**config.mk**
```make
export PLATFORM = sky130hd
export DESIGN_NAME = keyed_watchdog
export DESIGN_NICKNAME = d
export VERILOG_FILES = /design/src/rtl/wdt_pkg.sv /design/src/rtl/wdt_tick_sel.sv /design/src/rtl/wdt_regfile.sv /design/src/rtl/wdt_counter.sv /design/src/rtl/wdt_alarm.sv /design/src/rtl/keyed_watchdog.sv
export SDC_FILE = /design/constraint.sdc
export NUM_CORES = 1
export LEC_CHECK = 0
export ABC_AREA = 1
export BUFFER_PORTS_ARGS = -buffer_cell sky130_fd_sc_hd__buf_2
export CORE_UTILIZATION = 60
export DETAILED_ROUTE_END_ITERATION = 12
export PLACE_DENSITY = 0.8
export SYNTH_ARGS = -nofsm -noshare
export SYNTH_HDL_FRONTEND = slang
export SYNTH_HIERARCHICAL = 1
export SYNTH_SLANG_ARGS = --single-unit
```
**constraint.sdc**
```tcl
create_clock -name clk_i -period 3 [get_ports clk_i]
set_input_delay 0.6 -clock clk_i [delete_from_list [all_inputs] [get_ports clk_i]]
set_output_delay 0.6 -clock clk_i [all_outputs]
set_load 0.01 [all_outputs]
```
**src/rtl/wdt_pkg.sv**
```systemverilog
package wdt_pkg;
   localparam int unsigned DATA_W = 32;

   // word addresses of the register slots
   localparam int unsigned A_COUNT  = 0;
   localparam int unsigned A_RELOAD = 1;
   localparam int unsigned A_KICK   = 2;
   localparam int unsigned A_CTRL   = 3;
   localparam int unsigned A_TOSTAT = 4;
   localparam int unsigned A_TOCLR  = 5;
   localparam int unsigned A_SHAPE  = 6;

   // control word bit positions
   localparam int unsigned C_ENABLE = 0;
   localparam int unsigned C_RSTSYS = 1;
   localparam int unsigned C_IRQEN  = 2;
   localparam int unsigned C_EXTSIG = 3;
   localparam int unsigned C_SLOW   = 4;
   localparam int unsigned C_FULL   = 5;

   localparam logic [15:0] KICK_KEY = 16'h4755;

   // reset-shape register command codes (top byte)
   localparam logic [7:0] CMD_POL_HIGH = 8'hA5;
   localparam logic [7:0] CMD_POL_LOW  = 8'h5A;
   localparam logic [7:0] CMD_PUSHPULL = 8'hA8;
   localparam logic [7:0] CMD_OPENDRN  = 8'h8A;

   localparam logic [DATA_W-1:0] COUNT_INIT = 32'h03EF_1480;
   localparam logic [DATA_W-1:0] SHAPE_INIT = 32'h0000_00FF;
endpackage

```
**src/rtl/wdt_tick_sel.sv**
```systemverilog
module wdt_tick_sel #(
   parameter int unsigned PCLK_DIV = 1
) (
   input  logic clk_i,
   input  logic rst_i,
   input  logic slow_sel_i,
   input  logic tick_1mhz_i,
   output logic tick_o
);
   localparam int unsigned DIV_W = (PCLK_DIV > 1) ? $clog2(PCLK_DIV) : 1;
   localparam logic [DIV_W-1:0] DIV_LAST = DIV_W'(PCLK_DIV - 1);

   generate
      if (PCLK_DIV < 1) begin : g_bad_div
         $error("PCLK_DIV must be at least 1");
      end
   endgenerate

   logic [DIV_W-1:0] div_q;
   logic             fast_tick;

   assign fast_tick = (div_q == DIV_LAST);

   always_ff @(posedge clk_i) begin
      if (rst_i)          div_q <= '0;
      else if (fast_tick) div_q <= '0;
      else                div_q <= div_q + 1'b1;
   end

   assign tick_o = slow_sel_i ? tick_1mhz_i : fast_tick;

   // the prescaler never passes its terminal value
   a_r5_div_range: assert property (@(posedge clk_i) disable iff (rst_i)
      fast_tick |=> (div_q == '0));
endmodule

```
**src/rtl/wdt_regfile.sv**
```systemverilog
module wdt_regfile
   import wdt_pkg::*;
#(
   parameter int unsigned ADDR_W  = 4,
   parameter int unsigned PULSE_W = 20
) (
   input  logic              clk_i,
   input  logic              rst_i,
   input  logic              wr_en_i,
   input  logic              rd_en_i,
   input  logic [ADDR_W-1:0] addr_i,
   input  logic [DATA_W-1:0] wdata_i,
   input  logic [DATA_W-1:0] count_i,
   output logic [DATA_W-1:0] rdata_o,
   output logic [DATA_W-1:0] reload_o,
   output logic              enable_o,
   output logic              slow_o,
   output logic              irq_en_o,
   output logic              rst_en_o,
   output logic              active_high_o,
   output logic [PULSE_W-1:0] pulse_w_o,
   output logic              load_o,
   output logic              run_o,
   output logic              stop_o,
   output logic              clr_o
);
   localparam logic [DATA_W-1:0] FIELD_MASK = DATA_W'((64'd1 << PULSE_W) - 64'd1);

   generate
      if (PULSE_W < 1 || PULSE_W > 24) begin : g_bad_pw
         $error("PULSE_W must lie in 1..24");
      end
      if (ADDR_W < 3) begin : g_bad_aw
         $error("ADDR_W must reach word address 6");
      end
   endgenerate

   logic [DATA_W-1:0] reload_q, ctrl_q, shape_q, shape_d;
   logic wr_reload, wr_kick, wr_ctrl, wr_shape;
   logic kick_ok, en_on, en_off;

   assign wr_reload = wr_en_i && (addr_i == ADDR_W'(A_RELOAD));
   assign wr_kick   = wr_en_i && (addr_i == ADDR_W'(A_KICK));
   assign wr_ctrl   = wr_en_i && (addr_i == ADDR_W'(A_CTRL));
   assign wr_shape  = wr_en_i && (addr_i == ADDR_W'(A_SHAPE));

   assign kick_ok = wr_kick && (wdata_i[15:0] == KICK_KEY);
   assign en_on   = wr_ctrl &&  wdata_i[C_ENABLE] && !ctrl_q[C_ENABLE];
   assign en_off  = wr_ctrl && !wdata_i[C_ENABLE] &&  ctrl_q[C_ENABLE];

   assign load_o = kick_ok || en_on;
   assign run_o  = en_on || ctrl_q[C_ENABLE];
   assign stop_o = en_off;
   assign clr_o  = kick_ok || en_on || en_off;

   always_comb begin
      shape_d = shape_q;
      case (wdata_i[31:24])
         CMD_POL_HIGH: shape_d[31] = 1'b1;
         CMD_POL_LOW:  shape_d[31] = 1'b0;
         CMD_PUSHPULL: shape_d[30] = 1'b1;
         CMD_OPENDRN:  shape_d[30] = 1'b0;
         default:      ;
      endcase
      shape_d = (shape_d & ~FIELD_MASK) | (wdata_i & FIELD_MASK);
   end

   always_ff @(posedge clk_i) begin
      if (rst_i) begin
         reload_q <= COUNT_INIT;
         ctrl_q   <= '0;
         shape_q  <= SHAPE_INIT;
      end else begin
         if (wr_reload)       reload_q <= wdata_i;
         if (en_on || en_off) ctrl_q   <= wdata_i;
         if (wr_shape)        shape_q  <= shape_d;
      end
   end

   always_ff @(posedge clk_i) begin
      if (rst_i) begin
         rdata_o <= '0;
      end else if (rd_en_i) begin
         case (addr_i)
            ADDR_W'(A_COUNT):  rdata_o <= count_i;
            ADDR_W'(A_RELOAD): rdata_o <= reload_q;
            ADDR_W'(A_CTRL):   rdata_o <= ctrl_q;
            ADDR_W'(A_SHAPE):  rdata_o <= shape_q;
            default:           rdata_o <= '0;
         endcase
      end
   end

   assign reload_o      = reload_q;
   assign enable_o      = ctrl_q[C_ENABLE];
   assign slow_o        = ctrl_q[C_SLOW];
   assign irq_en_o      = ctrl_q[C_IRQEN];
   assign rst_en_o      = ctrl_q[C_RSTSYS];
   assign active_high_o = shape_q[31];
   assign pulse_w_o     = shape_q[PULSE_W-1:0];

   // a control write that keeps the enable state leaves control untouched
   a_r4_same_state_discard: assert property (@(posedge clk_i) disable iff (rst_i)
      (wr_ctrl && (wdata_i[C_ENABLE] == enable_o)) |=> $stable(enable_o) && $stable(slow_o)
         && $stable(irq_en_o) && $stable(rst_en_o));

   // a non-command top byte keeps the polarity and drive flags
   a_r9_flags_kept: assert property (@(posedge clk_i) disable iff (rst_i)
      (wr_shape && wdata_i[31:24] != CMD_POL_HIGH && wdata_i[31:24] != CMD_POL_LOW
         && wdata_i[31:24] != CMD_PUSHPULL && wdata_i[31:24] != CMD_OPENDRN)
      |=> $stable(shape_q[31:30]));

   // the pulse-width field follows the written data
   a_r10_field_copy: assert property (@(posedge clk_i) disable iff (rst_i)
      wr_shape |=> (pulse_w_o == $past(wdata_i[PULSE_W-1:0])));
endmodule

```
**src/rtl/wdt_counter.sv**
```systemverilog
module wdt_counter
   import wdt_pkg::*;
(
   input  logic              clk_i,
   input  logic              rst_i,
   input  logic              tick_i,
   input  logic              load_i,
   input  logic              run_i,
   input  logic              stop_i,
   input  logic [DATA_W-1:0] reload_i,
   output logic [DATA_W-1:0] count_o,
   output logic              timeout_o
);
   logic [DATA_W-1:0] count_q;
   logic              running_q;

   always_ff @(posedge clk_i) begin
      if (rst_i) begin
         count_q   <= COUNT_INIT;
         running_q <= 1'b0;
         timeout_o <= 1'b0;
      end else begin
         timeout_o <= 1'b0;
         if (load_i) begin
            count_q   <= reload_i;
            running_q <= run_i;
         end else if (stop_i) begin
            running_q <= 1'b0;
         end else if (running_q && tick_i) begin
            if (count_q < DATA_W'(2)) begin
               count_q   <= '0;
               running_q <= 1'b0;
               timeout_o <= 1'b1;
            end else begin
               count_q <= count_q - 1'b1;
            end
         end
      end
   end

   assign count_o = count_q;

   // the timeout is a single-cycle pulse
   a_r6_single_pulse: assert property (@(posedge clk_i) disable iff (rst_i)
      timeout_o |=> !timeout_o);

   // expiry leaves the count at zero and the timer halted
   a_r6_zero_on_expiry: assert property (@(posedge clk_i) disable iff (rst_i)
      timeout_o |-> (count_o == '0) && !running_q);

   // a load takes the reload value
   a_r3_load_value: assert property (@(posedge clk_i) disable iff (rst_i)
      load_i |=> (count_o == $past(reload_i)));

   // a halted timer holds its count
   a_r5_hold_when_halted: assert property (@(posedge clk_i) disable iff (rst_i)
      (!running_q && !load_i) |=> $stable(count_o));
endmodule

```
**src/rtl/wdt_alarm.sv**
```systemverilog
module wdt_alarm #(
   parameter int unsigned PULSE_W = 20
) (
   input  logic               clk_i,
   input  logic               rst_i,
   input  logic               tick_1mhz_i,
   input  logic               timeout_i,
   input  logic               irq_en_i,
   input  logic               rst_en_i,
   input  logic               active_high_i,
   input  logic [PULSE_W-1:0] pulse_w_i,
   input  logic               clr_i,
   output logic               irq_o,
   output logic               rst_req_o
);
   logic [PULSE_W-1:0] left_q;
   logic               active_q;

   always_ff @(posedge clk_i) begin
      if (rst_i)                       irq_o <= 1'b0;
      else if (timeout_i && irq_en_i)  irq_o <= 1'b1;
      else if (clr_i)                  irq_o <= 1'b0;
   end

   always_ff @(posedge clk_i) begin
      if (rst_i) begin
         active_q <= 1'b0;
         left_q   <= '0;
      end else if (timeout_i && rst_en_i) begin
         active_q <= 1'b1;
         left_q   <= pulse_w_i;
      end else if (active_q && tick_1mhz_i) begin
         if (left_q < PULSE_W'(2)) begin
            active_q <= 1'b0;
            left_q   <= '0;
         end else begin
            left_q <= left_q - 1'b1;
         end
      end
   end

   assign rst_req_o = active_high_i ? active_q : !active_q;

   // the interrupt only rises after an expiry with the interrupt enabled
   a_r7_irq_cause: assert property (@(posedge clk_i) disable iff (rst_i)
      $rose(irq_o) |-> $past(timeout_i && irq_en_i));

   // the reset pulse only starts after an expiry with reset enabled
   a_r8_pulse_cause: assert property (@(posedge clk_i) disable iff (rst_i)
      $rose(active_q) |-> $past(timeout_i && rst_en_i));

   // the pulse only ends on a 1 MHz tick
   a_r8_ends_on_tick: assert property (@(posedge clk_i) disable iff (rst_i)
      $fell(active_q) |-> $past(tick_1mhz_i));
endmodule

```
**src/rtl/keyed_watchdog.sv**
```systemverilog
module keyed_watchdog
   import wdt_pkg::*;
#(
   parameter int unsigned ADDR_W   = 4,
   parameter int unsigned PULSE_W  = 20,
   parameter int unsigned PCLK_DIV = 1
) (
   input  logic              clk_i,
   input  logic              rst_i,
   input  logic              tick_1mhz_i,
   input  logic              wr_en_i,
   input  logic              rd_en_i,
   input  logic [ADDR_W-1:0] addr_i,
   input  logic [31:0]       wdata_i,
   output logic [31:0]       rdata_o,
   output logic              timeout_o,
   output logic              irq_o,
   output logic              rst_req_o
);
   logic [DATA_W-1:0]  count, reload;
   logic [PULSE_W-1:0] pulse_w;
   logic enable, slow, irq_en, rst_en, active_high;
   logic load, run, stop, clr, tick;

   wdt_regfile #(.ADDR_W(ADDR_W), .PULSE_W(PULSE_W)) u_regs (
      .clk_i        (clk_i),
      .rst_i        (rst_i),
      .wr_en_i      (wr_en_i),
      .rd_en_i      (rd_en_i),
      .addr_i       (addr_i),
      .wdata_i      (wdata_i),
      .count_i      (count),
      .rdata_o      (rdata_o),
      .reload_o     (reload),
      .enable_o     (enable),
      .slow_o       (slow),
      .irq_en_o     (irq_en),
      .rst_en_o     (rst_en),
      .active_high_o(active_high),
      .pulse_w_o    (pulse_w),
      .load_o       (load),
      .run_o        (run),
      .stop_o       (stop),
      .clr_o        (clr)
   );

   wdt_tick_sel #(.PCLK_DIV(PCLK_DIV)) u_tick (
      .clk_i       (clk_i),
      .rst_i       (rst_i),
      .slow_sel_i  (slow),
      .tick_1mhz_i (tick_1mhz_i),
      .tick_o      (tick)
   );

   wdt_counter u_count (
      .clk_i     (clk_i),
      .rst_i     (rst_i),
      .tick_i    (tick),
      .load_i    (load),
      .run_i     (run),
      .stop_i    (stop),
      .reload_i  (reload),
      .count_o   (count),
      .timeout_o (timeout_o)
   );

   wdt_alarm #(.PULSE_W(PULSE_W)) u_alarm (
      .clk_i         (clk_i),
      .rst_i         (rst_i),
      .tick_1mhz_i   (tick_1mhz_i),
      .timeout_i     (timeout_o),
      .irq_en_i      (irq_en),
      .rst_en_i      (rst_en),
      .active_high_i (active_high),
      .pulse_w_i     (pulse_w),
      .clr_i         (clr),
      .irq_o         (irq_o),
      .rst_req_o     (rst_req_o)
   );

   // an expiry needs the timer to have been enabled
   a_r6_needs_enable: assert property (@(posedge clk_i) disable iff (rst_i)
      timeout_o |-> $past(enable));
endmodule

```
==> results of run 1 <==
==> layer usage <==
| layer | vias up | global-route usage (%) |
|---|---|---|
| met4 | 0 | 13.4 |
| met3 | 64 | 8.96 |
| li1 | 4506 | - |
| met2 | 494 | 53.9 |
| met1 | 4388 | 45.1 |
| met5 | - | 0 |
==> flip-flops by register name (all words and copies together), names as in the netlist <==
name and cells:
u_regs/shape_q 22, u_count/running_q 1, u_alarm/left_q 20, u_count/count_o 32, u_alarm/irq_o 1, u_count/timeout_o 1
u_tick/div_q 1, u_alarm/active_q 1, u_regs/reload_o 32, u_regs/ctrl_q 32, u_regs/rdata_o 32
==> power groups by stage <==
stage | logic (mW) | clock network, mW | registers (mW)
after floorplan | 0.169 | 0 | 2.42
after global placement | 0.269 | 0 | 2.42
after detailed placement | 0.271 | 0 | 2.42
after CTS | 0.273 | 2.29 | 2.37
after global routing | 0.301 | 2.40 | 2.37
final | 0.281 | 2.28 | 2.37
==> through the flow <==
step           instance area [µm²]  hold WS (ps)  total power [mW]  instances
2_1_floorplan                 9240           439              2.59       1361
3_3_place_gp                  9460           451              2.69       1538
3_5_place_dp                  9460           454              2.69       1538
4_1_cts                      10100           369              4.94       1570
5_1_grt                      10100           362              5.07       1570
6_report                     10100           380              4.93       1570
==> cells by family after synthesis <==
kind of cell               after synthesis  share of synthesized area [%]
adders and majority gates                2                          0.271
other                                    1                         0.0406
and+or+nand+nor                        744                           36.7
xor gates and xnor gates                22                           2.09
DFF                                    175                           37.9
buffers and inverters                  181                           8.91
AOI/OAI and AO/OA                      236                           14.0
==> final timing paths <==
path | cells past startpoint | slack, ps | start | end
max | 14 | 670 | addr_i[3] | u_count/count_o[3]$_SDFFE_PP0P_
min | 2 | 380 | rst_i | u_alarm/left_q[0]$_SDFFE_PP0P_
max reg2reg | 10 | 890 | u_regs/ctrl_q[0]$_SDFFE_PP0P_ | u_count/count_o[3]$_SDFFE_PP0P_
min reg2reg | 2 | 460 | u_regs/rdata_o[3]$_SDFFE_PP0P_ | u_regs/rdata_o[3]$_SDFFE_PP0P_
==> placed cells by master, fill, tap and decap left out, drive strengths merged, types with 2 or more instances in the layout <==
cell type and count:
a21o 2, a21oi 137, a221oi 5, a22oi 13
buf 93, bufinv 2, clkbuf 19, clkinv 4
clkinvlp 2, dfxtp 175, ha 2, inv 86
nand2 357, nand3 215, nand3b 3, nand4 16
nor2 142, nor3 7, o211ai 9, o21ai 62
o21bai 4, or2 2, xnor2 5, xor2 17
==> final cells by class <==
| class | count | area share, % |
|---|---|---|
| tap | 184 | 2.29 |
| clock buffer | 19 | 4.50 |
| sequential | 175 | 34.8 |
| clock inverter | 13 | 1.52 |
| multi-input combinational | 1005 | 48.8 |
| timing repair buffer | 93 | 5.10 |
| inverter | 81 | 3.02 |
==> worst reg2reg max path: cells and delay by family (launching register included) <==
family | cells | cell delay, ps
compound gates | 1 | 60
buf+inv | 3 | 550
flops | 1 | 380
simple gates | 6 | 970
==> flow_summary_export.csv, run 1 <==
group,metric,value,unit
synth,ys_seq_area_share,37.9,%
critical_path,required,3290,ps
route,num_vias,9452,
pwr,p_sw,1.22,mW
clock_network,hold_buffers,0,
route,antenna_left,0,
floorplanning,dieHeight,126,µm
finish,final_util,68.2,%
synth,ys_ff_latch,175,
global_route,grt_max_degree,88,
finish,antenna_cells,0,
route,avgViaCountPerCell,6.02,
critical_path,critPathMaxStageDelay,370,ps
critical_path,crit_chain,"buf_2 > nor2_4 > inv_2 > nor2_4 > nand3_2 > inv_1 > inv_1 > nand2_1 > nand2_2 > inv_2 > nor2_1 > or2_2 > nand3_2 > a21oi_1",
clock_network,clockBufferDepth,2,
floorplanning,rows,44,
route,wirelength,26.9,mm
clock_network,cts-resized-gates,0,
floorplanning,die_w,126,µm
synth,yosysMostFrequentCell,"nand2_1",
finish,fill_cells,1302,
placement,portBuffers,75,
pwr,vdd_drop_max,0.000437,V
floorplanning,die_area,0.0159,mm²
finish,multi_input_area,0.00491,mm²
clock_network,cts-htree-levels,4,
sta,rsz0062_at_grt,"no",
finish,final-seq-area,0.00350,mm²
finish,area.growth.synth_to_final,9.01,%
sta,layout_min_cycle_time,2330,ps
critical_path,critPathMaxFanout,23,
clock_network,insertion_delay,440,ps
placement,hpwl,18.4,mm
flow_run,max_cap_viol_count,0,
clock_network,clk_pin_slew,70,ps
placement,gp_congestion,0.912,
global_route,gr-total-overflow,0,
critical_path,cpLargestDelayFamily,"simple AND/OR/NAND/NOR gates",
critical_path,cp-start-kind,"input port",
route,met2_length,12.2,mm
route,dr_wl_met3,2.73,mm
route,drtIter0Drc,1014,
floorplanning,core_area,0.0148,mm²
sta,hold_viol,0,
route,post_drt_wl_per_cell,17.1,µm
pwr,p_clk_share,46.2,%
sta,final_max_slew_viol_count,0,
sta,max_freq,429,MHz
synth,synthDistinctLibCells,42,
synth,synth_top_area_share,37.9,%
pwr,p_comb_share,5.7,%
synth,synth_top_area_cell,"dfxtp_1",
critical_path,crit_buf_inv,5,
synth,ys_warn_count,6,
sta,fin_ws,668,ps
finish,layout-drive-gt1-share,14.9,%
sta,slew_headroom,39.3,%
min_path,hold_path_class,"input port to register",
pwr,internal_power,3.71,mW
synth,syn_inst,1361,
clock_network,cts_inserted_buffers,17,
critical_path,crit_path_end_kind,"register",
critical_path,arrival,2620,ps
clock_network,tritoncts,"yes",
route,post-route-drc-count,0,
sta,fin_crit_sh,77.7,%
pwr,p_seq_share,48.1,%
sta,setup_violations,0,
critical_path,crit_type,"input port to register",
floorplanning,initial_core_util,62.6,%
sta,finalClockSkew,5.69,ps
sta,setup_tns,0,ps
floorplanning,ios,76,
clock_network,root_buffer,"clkbuf_16",
synth,synth_area_per_cell,6.79,µm²
synth,synth_edf_count,0,
status,status,"finished, final reports clean",
global_route,grt_pass1_vias,8522,
critical_path,cpMaxStageDelayCell,"inv_2",
route,drt_pass1_iterations,6,
synth,synth_async_sr_flop_share,0,%
placement,dpl_worst_slack,282,ps
global_route,grt_pass1_wl,43.4,mm
synth,synth_nets,1404,
clock_network,clkSinkCount,175,
sta,worst_pin_slew,911,ps
pwr,switching_share,24.7,%
synth,syn_area,0.00924,mm²
synth,ys.flop_type,"dfxtp_1",
route,top_layer,"met4",
pwr,p_per_area,490,mW/mm²
global_route,grt_usage,34.3,%
pwr,p_leak,4.24,nW
synth,synthTopCellsByArea,"dfxtp_1, nand2_1, nand3_1",
global_route,antenna_found_initial,0,
synth,yosys-top-cells-count,"nand2_1, nand3_1, dfxtp_1, a21oi_1, nor2_1",
clock_network,postCtsSetupBuffers,0,
finish,nNetsFinal,1416,
route,drt-met1-wl,11.2,mm
Note: power is estimated with default switching activity, not from simulation.
==> run 2, diff against run 1 <==
CORE_UTILIZATION = 55   (was 60)
PLACE_DENSITY = 0.77   (was 0.8)
clock period = 1.9 ns   (was 3 ns; I/O delays follow)
==> run 2 against run 1 <==
Against the previous run: flip-flop and latch count unchanged; sequential share of layout area shrank 2.4 points; clock skew rose by 3.6 ps; via count grew 1.5%; non-clock buffer count is 58 higher; largest cell class unchanged; clock power grew 64%; utilization is 2.6 points lower; sequential power rose by 58%; worst setup slack got worse by 520 ps; hold slack lost 210 ps; count of clock-buffer cells in the layout shrank 1; routed wire length up 3.2%.
==> flow_summary_export.csv, run 2 (synthesized netlist as in run 1, its figures left out) <==
group,metric,value,unit
sta,finalClockSkew,9.27,ps
clock_network,clockBufferDepth,2,
critical_path,cpMaxStageDelayCell,"dfxtp_1",
critical_path,crit_type,"register to register",
finish,layout_commonest_cell,"nand2_1",
finish,most-common-layout-cells,"nand2_1, nand3_1, dfxtp_1",
finish,multi_input_area,0.00499,mm²
pwr,p_comb_share,6.7,%
pwr,p_clk_share,46.7,%
clock_network,tritoncts,"yes",
route,drtIter0Drc,1182,
finish,area.growth.synth_to_final,16.9,%
sta,hold_viol,0,
pwr,p_seq_share,46.6,%
sta,final_max_slew_viol_count,0,
global_route,grt_usage,32.6,%
floorplanning,dieHeight,132,µm
floorplanning,die_w,132,µm
clock_network,cts-htree-levels,4,
pwr,p_per_area,743,mW/mm²
critical_path,rr_worst_depth,8,
finish,antenna_cells,0,
sta,setup_tns,0,ps
critical_path,critPathMaxFanout,12,
sta,setup_violations,0,
clock_network,root_buffer,"clkbuf_16",
critical_path,crit_path_end_kind,"register",
pwr,vdd_drop_max,0.000652,V
critical_path,cp-start-kind,"register",
pwr,p_leak,4.57,nW
clock_network,cts_inserted_buffers,17,
sta,fin_crit_sh,92.3,%
finish,nNetsFinal,1474,
sta,fin_ws,146,ps
route,wirelength,27.7,mm
pwr,p_sw,1.90,mW
global_route,gr-total-overflow,0,
sta,rsz0062_at_grt,"no",
route,antenna_left,0,
placement,gp_congestion,0.979,
sta,max_freq,570,MHz
finish,fill_cells,1470,
min_path,hold_depth,3,
route,post-route-drc-count,0,
critical_path,required,2200,ps
floorplanning,core_area,0.0165,mm²
pwr,internal_power,6.13,mW
critical_path,crit_top_cell,"nand2_1",
clock_network,clk_pin_slew,70,ps
flow_run,max_cap_viol_count,0,
critical_path,arrival,2050,ps
global_route,grt_pass1_vias,8833,
floorplanning,rows,47,
clock_network,clkSinkCount,175,
floorplanning,die_area,0.0173,mm²
finish,layout-drive-gt1-share,19.1,%
placement,hpwl,20.1,mm
pwr,switching_share,23.7,%
route,drt_pass1_iterations,5,
sta,layout_min_cycle_time,1750,ps
route,avgViaCountPerCell,5.77,
min_path,hold_path_class,"input port to register",
critical_path,crit_chain,"nor2_1 > nand2_1 > nor2_1 > nand2_1 > o21ai_2 > nand2_2 > nand2_1 > a21oi_1",
finish,final-seq-area,0.00350,mm²
placement,dpl_worst_slack,-306,ps
global_route,grt_max_degree,74,
placement,dp.cells,1632,
route,post_drt_wl_per_cell,16.7,µm
global_route,antenna_found_initial,0,
placement,portBuffers,75,
route,num_vias,9591,
finish,fin_cells,1663,
floorplanning,ios,76,
sta,whs,171,ps
floorplanning,initial_core_util,56.1,%
status,status,"finished, final reports clean",
global_route,grt_pass1_wl,45.2,mm
clock_network,insertion_delay,430,ps
critical_path,critPathMaxStageDelay,380,ps
## run 2: cell types whose count changed in the layout (fill, tap and decap cells not counted), sizes merged
| cell | change |
|---|---|
| clkbuf | -1 |
| clkinvlp | +1 |
| buf | +58 |
| inv | -3 |
| bufinv | +2 |
## run 2: path summary, 6_finish.rpt
kind / from / to / slack, ps
worst max-delay path: u_count/count_o[26]$_SDFFE_PP0P_ / u_count/count_o[20]$_SDFFE_PP0P_ / 150
worst max register to register: u_count/count_o[26]$_SDFFE_PP0P_ / u_count/count_o[20]$_SDFFE_PP0P_ / 150
worst min-delay path: wdata_i[22] / u_regs/reload_o[22]$_SDFFE_PP1P_ / 170
worst min register to register: u_regs/rdata_o[8]$_SDFFE_PP0P_ / u_regs/rdata_o[8]$_SDFFE_PP0P_ / 460
## run 2: metal layers
metal | track usage [%] | share of wire, % | up-vias
li1 | - | - | 4624
met2 | 49.8 | 45 | 459
met3 | 7.14 | 8.6 | 44
met5 | 0 | 0 | -
met4 | 11.5 | 2.2 | 0
met1 | 45.0 | 45 | 4464
## run 2: critical path: cells and delay by family, from the launching register on
family           cells  cell delay [ps]
AND/OR/NAND/NOR      6              980
flip-flops           1              380
AO/OA/AOI/OAI        2              270
## run 2: through the flow
step                      utilization, %  instance area [µm²]  power (mW)
after CTS                           65.6                10800        8.04
after detailed placement            61.8                10200        4.34
final                               65.6                10800        8.02
after global placement              61.8                10200        4.34
after floorplan                        -                 9340        4.09
after global routing                65.6                10800        8.26
## run 2: what timing repair did
item                                    CTS  global route
buffers inserted                          0             0
gates resized for setup                   0             1
hold buffers                              0             0
endpoints found under the setup margin    0             7
## run 2: power groups by stage
stage               sequential, mW  combinational (mW)  clock (mW)
detailed placement            3.82               0.520           0
floorplan                     3.82               0.272           0
CTS                           3.74               0.522        3.78
global placement              3.82               0.517           0
finish                        3.74               0.534        3.75
global route                  3.74               0.573        3.94
## run 2: area by class of cell
class / count / area share, %
clock buffers: 18 / 4.07
clock inverters: 13 / 1.74
inverters: 81 / 2.84
multi-input cells: 1005 / 46.2
flip-flops and latches: 175 / 32.4
well taps: 220 / 2.55
repair buffers: 151 / 10.2
==> run 3, diff against run 2 <==
CORE_UTILIZATION = 50   (was 55)
PLACE_DENSITY = 0.71   (was 0.77)
SLEW_MARGIN = 20   (was not set)
==> run 3 against run 2 <==
Against the previous run: register-to-register slack barely moved; highest routed layer unchanged; count of clock-buffer cells in the layout did not move; via count hardly changed; critical endpoint is now u_count/count_o[3]$_SDFFE_PP0P_; clock power decreased by 4%; sequential share of layout area down 0.15 points; critical path depth grew 6; non-clock buffer count up 14.
==> flow_summary_export.csv, run 3 (synthesized netlist as in run 1, its figures left out) <==
group,metric,value,unit
sta,fin_crit_sh,93.1,%
sta,setup_violations,0,
finish,area.growth.synth_to_final,17.5,%
critical_path,arrival,2060,ps
pwr,vdd_drop_max,0.000534,V
finish,antenna_cells,0,
route,drt_pass1_iterations,5,
clock_network,insertion_delay,440,ps
placement,gp_congestion,0.961,
global_route,grt_pass1_vias,8542,
route,num_vias,9586,
clock_network,cts-htree-levels,4,
route,post-route-drc-count,0,
sta,rsz0062_at_grt,"yes",
placement,hpwl,20.2,mm
finish,most-common-layout-cells,"nand2_1, nand3_1, dfxtp_1",
critical_path,critPathMaxFanout,15,
finish,nNetsFinal,1488,
flow_run,max_cap_viol_count,0,
pwr,total_power,7.88,mW
pwr,p_per_area,726,mW/mm²
floorplanning,rows,49,
global_route,gr-total-overflow,0,
critical_path,required,2200,ps
sta,worst_pin_slew,584,ps
clock_network,tritoncts,"yes",
sta,whs,140,ps
clock_network,root_buffer,"clkbuf_16",
placement,dpl_cell_area,0.0102,mm²
floorplanning,core_area,0.0180,mm²
floorplanning,ios,76,
sta,hold_viol,0,
placement,portBuffers,75,
finish,layout_commonest_cell,"nand2_1",
clock_network,clk_pin_slew,70,ps
global_route,grt_pass1_wl,45.0,mm
route,avgViaCountPerCell,5.68,
route,drtIter0Drc,1043,
global_route,antenna_found_initial,0,
clock_network,hold_buffers,0,
route,antenna_left,0,
clock_network,clkSinkCount,175,
floorplanning,initial_core_util,51.2,%
finish,multi_input_area,0.00499,mm²
critical_path,ff2ff_setup_slack,140,ps
status,status,"finished, final reports clean",
global_route,grt_usage,30.8,%
finish,design_area,0.0109,mm²
floorplanning,die_area,0.0190,mm²
pwr,p_leak,4.62,nW
floorplanning,dieHeight,138,µm
sta,slew_headroom,61.1,%
min_path,hold_path_class,"input port to register",
sta,finalClockSkew,12.0,ps
sta,layout_min_cycle_time,1770,ps
route,post_drt_wl_per_cell,16.9,µm
finish,fill_cells,1727,
finish,final-seq-area,0.00350,mm²
critical_path,crit_path_end_kind,"register",
sta,final_max_slew_viol_count,0,
critical_path,crit_type,"input port to register",
global_route,grt_max_degree,82,
floorplanning,die_w,138,µm
clock_network,clockBufferDepth,2,
clock_network,cts_inserted_buffers,17,
finish,layout-drive-gt1-share,20.0,%
critical_path,cp-start-kind,"input port",
sta,setup_tns,0,ps
route,wirelength,28.5,mm
sta,max_freq,565,MHz
-- run 3: metrics by stage --
step	setup WS, ps	instances	util, %
after CTS	144	1687	60.2
after floorplan	-118	1361	-
after global routing	-20.8	1687	60.2
after global placement	-262	1652	56.7
final	131	1687	60.2
after detailed placement	-297	1652	56.7
-- run 3: repair_timing --
action | CTS | global route
setup buffers | 3 | 0
endpoints found under the setup margin | 1 | 10
pin swaps | 1 | 0
resized for setup | 0 | 2
-- run 3: cell type report --
type / count / share of cell area (%)
clock inverter: 14 / 1.45
inverter: 81 / 2.82
clock buffer: 18 / 4.05
sequential: 175 / 32.3
multi-input combinational: 1005 / 46.0
timing repair buffer: 165 / 10.7
tap: 229 / 2.64
-- run 3: worst paths after layout --
path,endpoint,from,cells past startpoint
min,u_alarm/left_q[15]$_SDFFE_PP0P_,rst_i,2
max,u_count/count_o[3]$_SDFFE_PP0P_,addr_i[2],14
max reg2reg,u_count/count_o[3]$_SDFFE_PP0P_,u_regs/ctrl_q[4]$_SDFFE_PP0P_,11
min reg2reg,u_regs/rdata_o[18]$_SDFFE_PP0P_,u_regs/rdata_o[18]$_SDFFE_PP0P_,2
-- run 3: layer usage --
layer | part of all wire (%) | vias to the layer above | track usage (%)
li1 | - | 4648 | -
met1 | 45 | 4453 | 43.2
met2 | 45 | 444 | 47.1
met3 | 8.9 | 41 | 6.07
met4 | 1.9 | 0 | 10.2
met5 | 0 | - | 0
-- run 3: power breakdown --
part	switching, mW	internal (mW)	total, mW
clock	1.60	2.00	3.60
combinational	0.363	0.184	0.547
sequential	0.0324	3.71	3.74
-- run 3: worst max-delay path: stages --
cell and delay [ps]:
buf_2 120, nor2_4 160, inv_2 60, nor2_4 140
nand3_4 80, inv_1 80, inv_1 60, nand2_2 90
nand2_4 70, inv_2 290, nor2_2 100, or2_2 290
nand3_2 70, a21oi_1 70
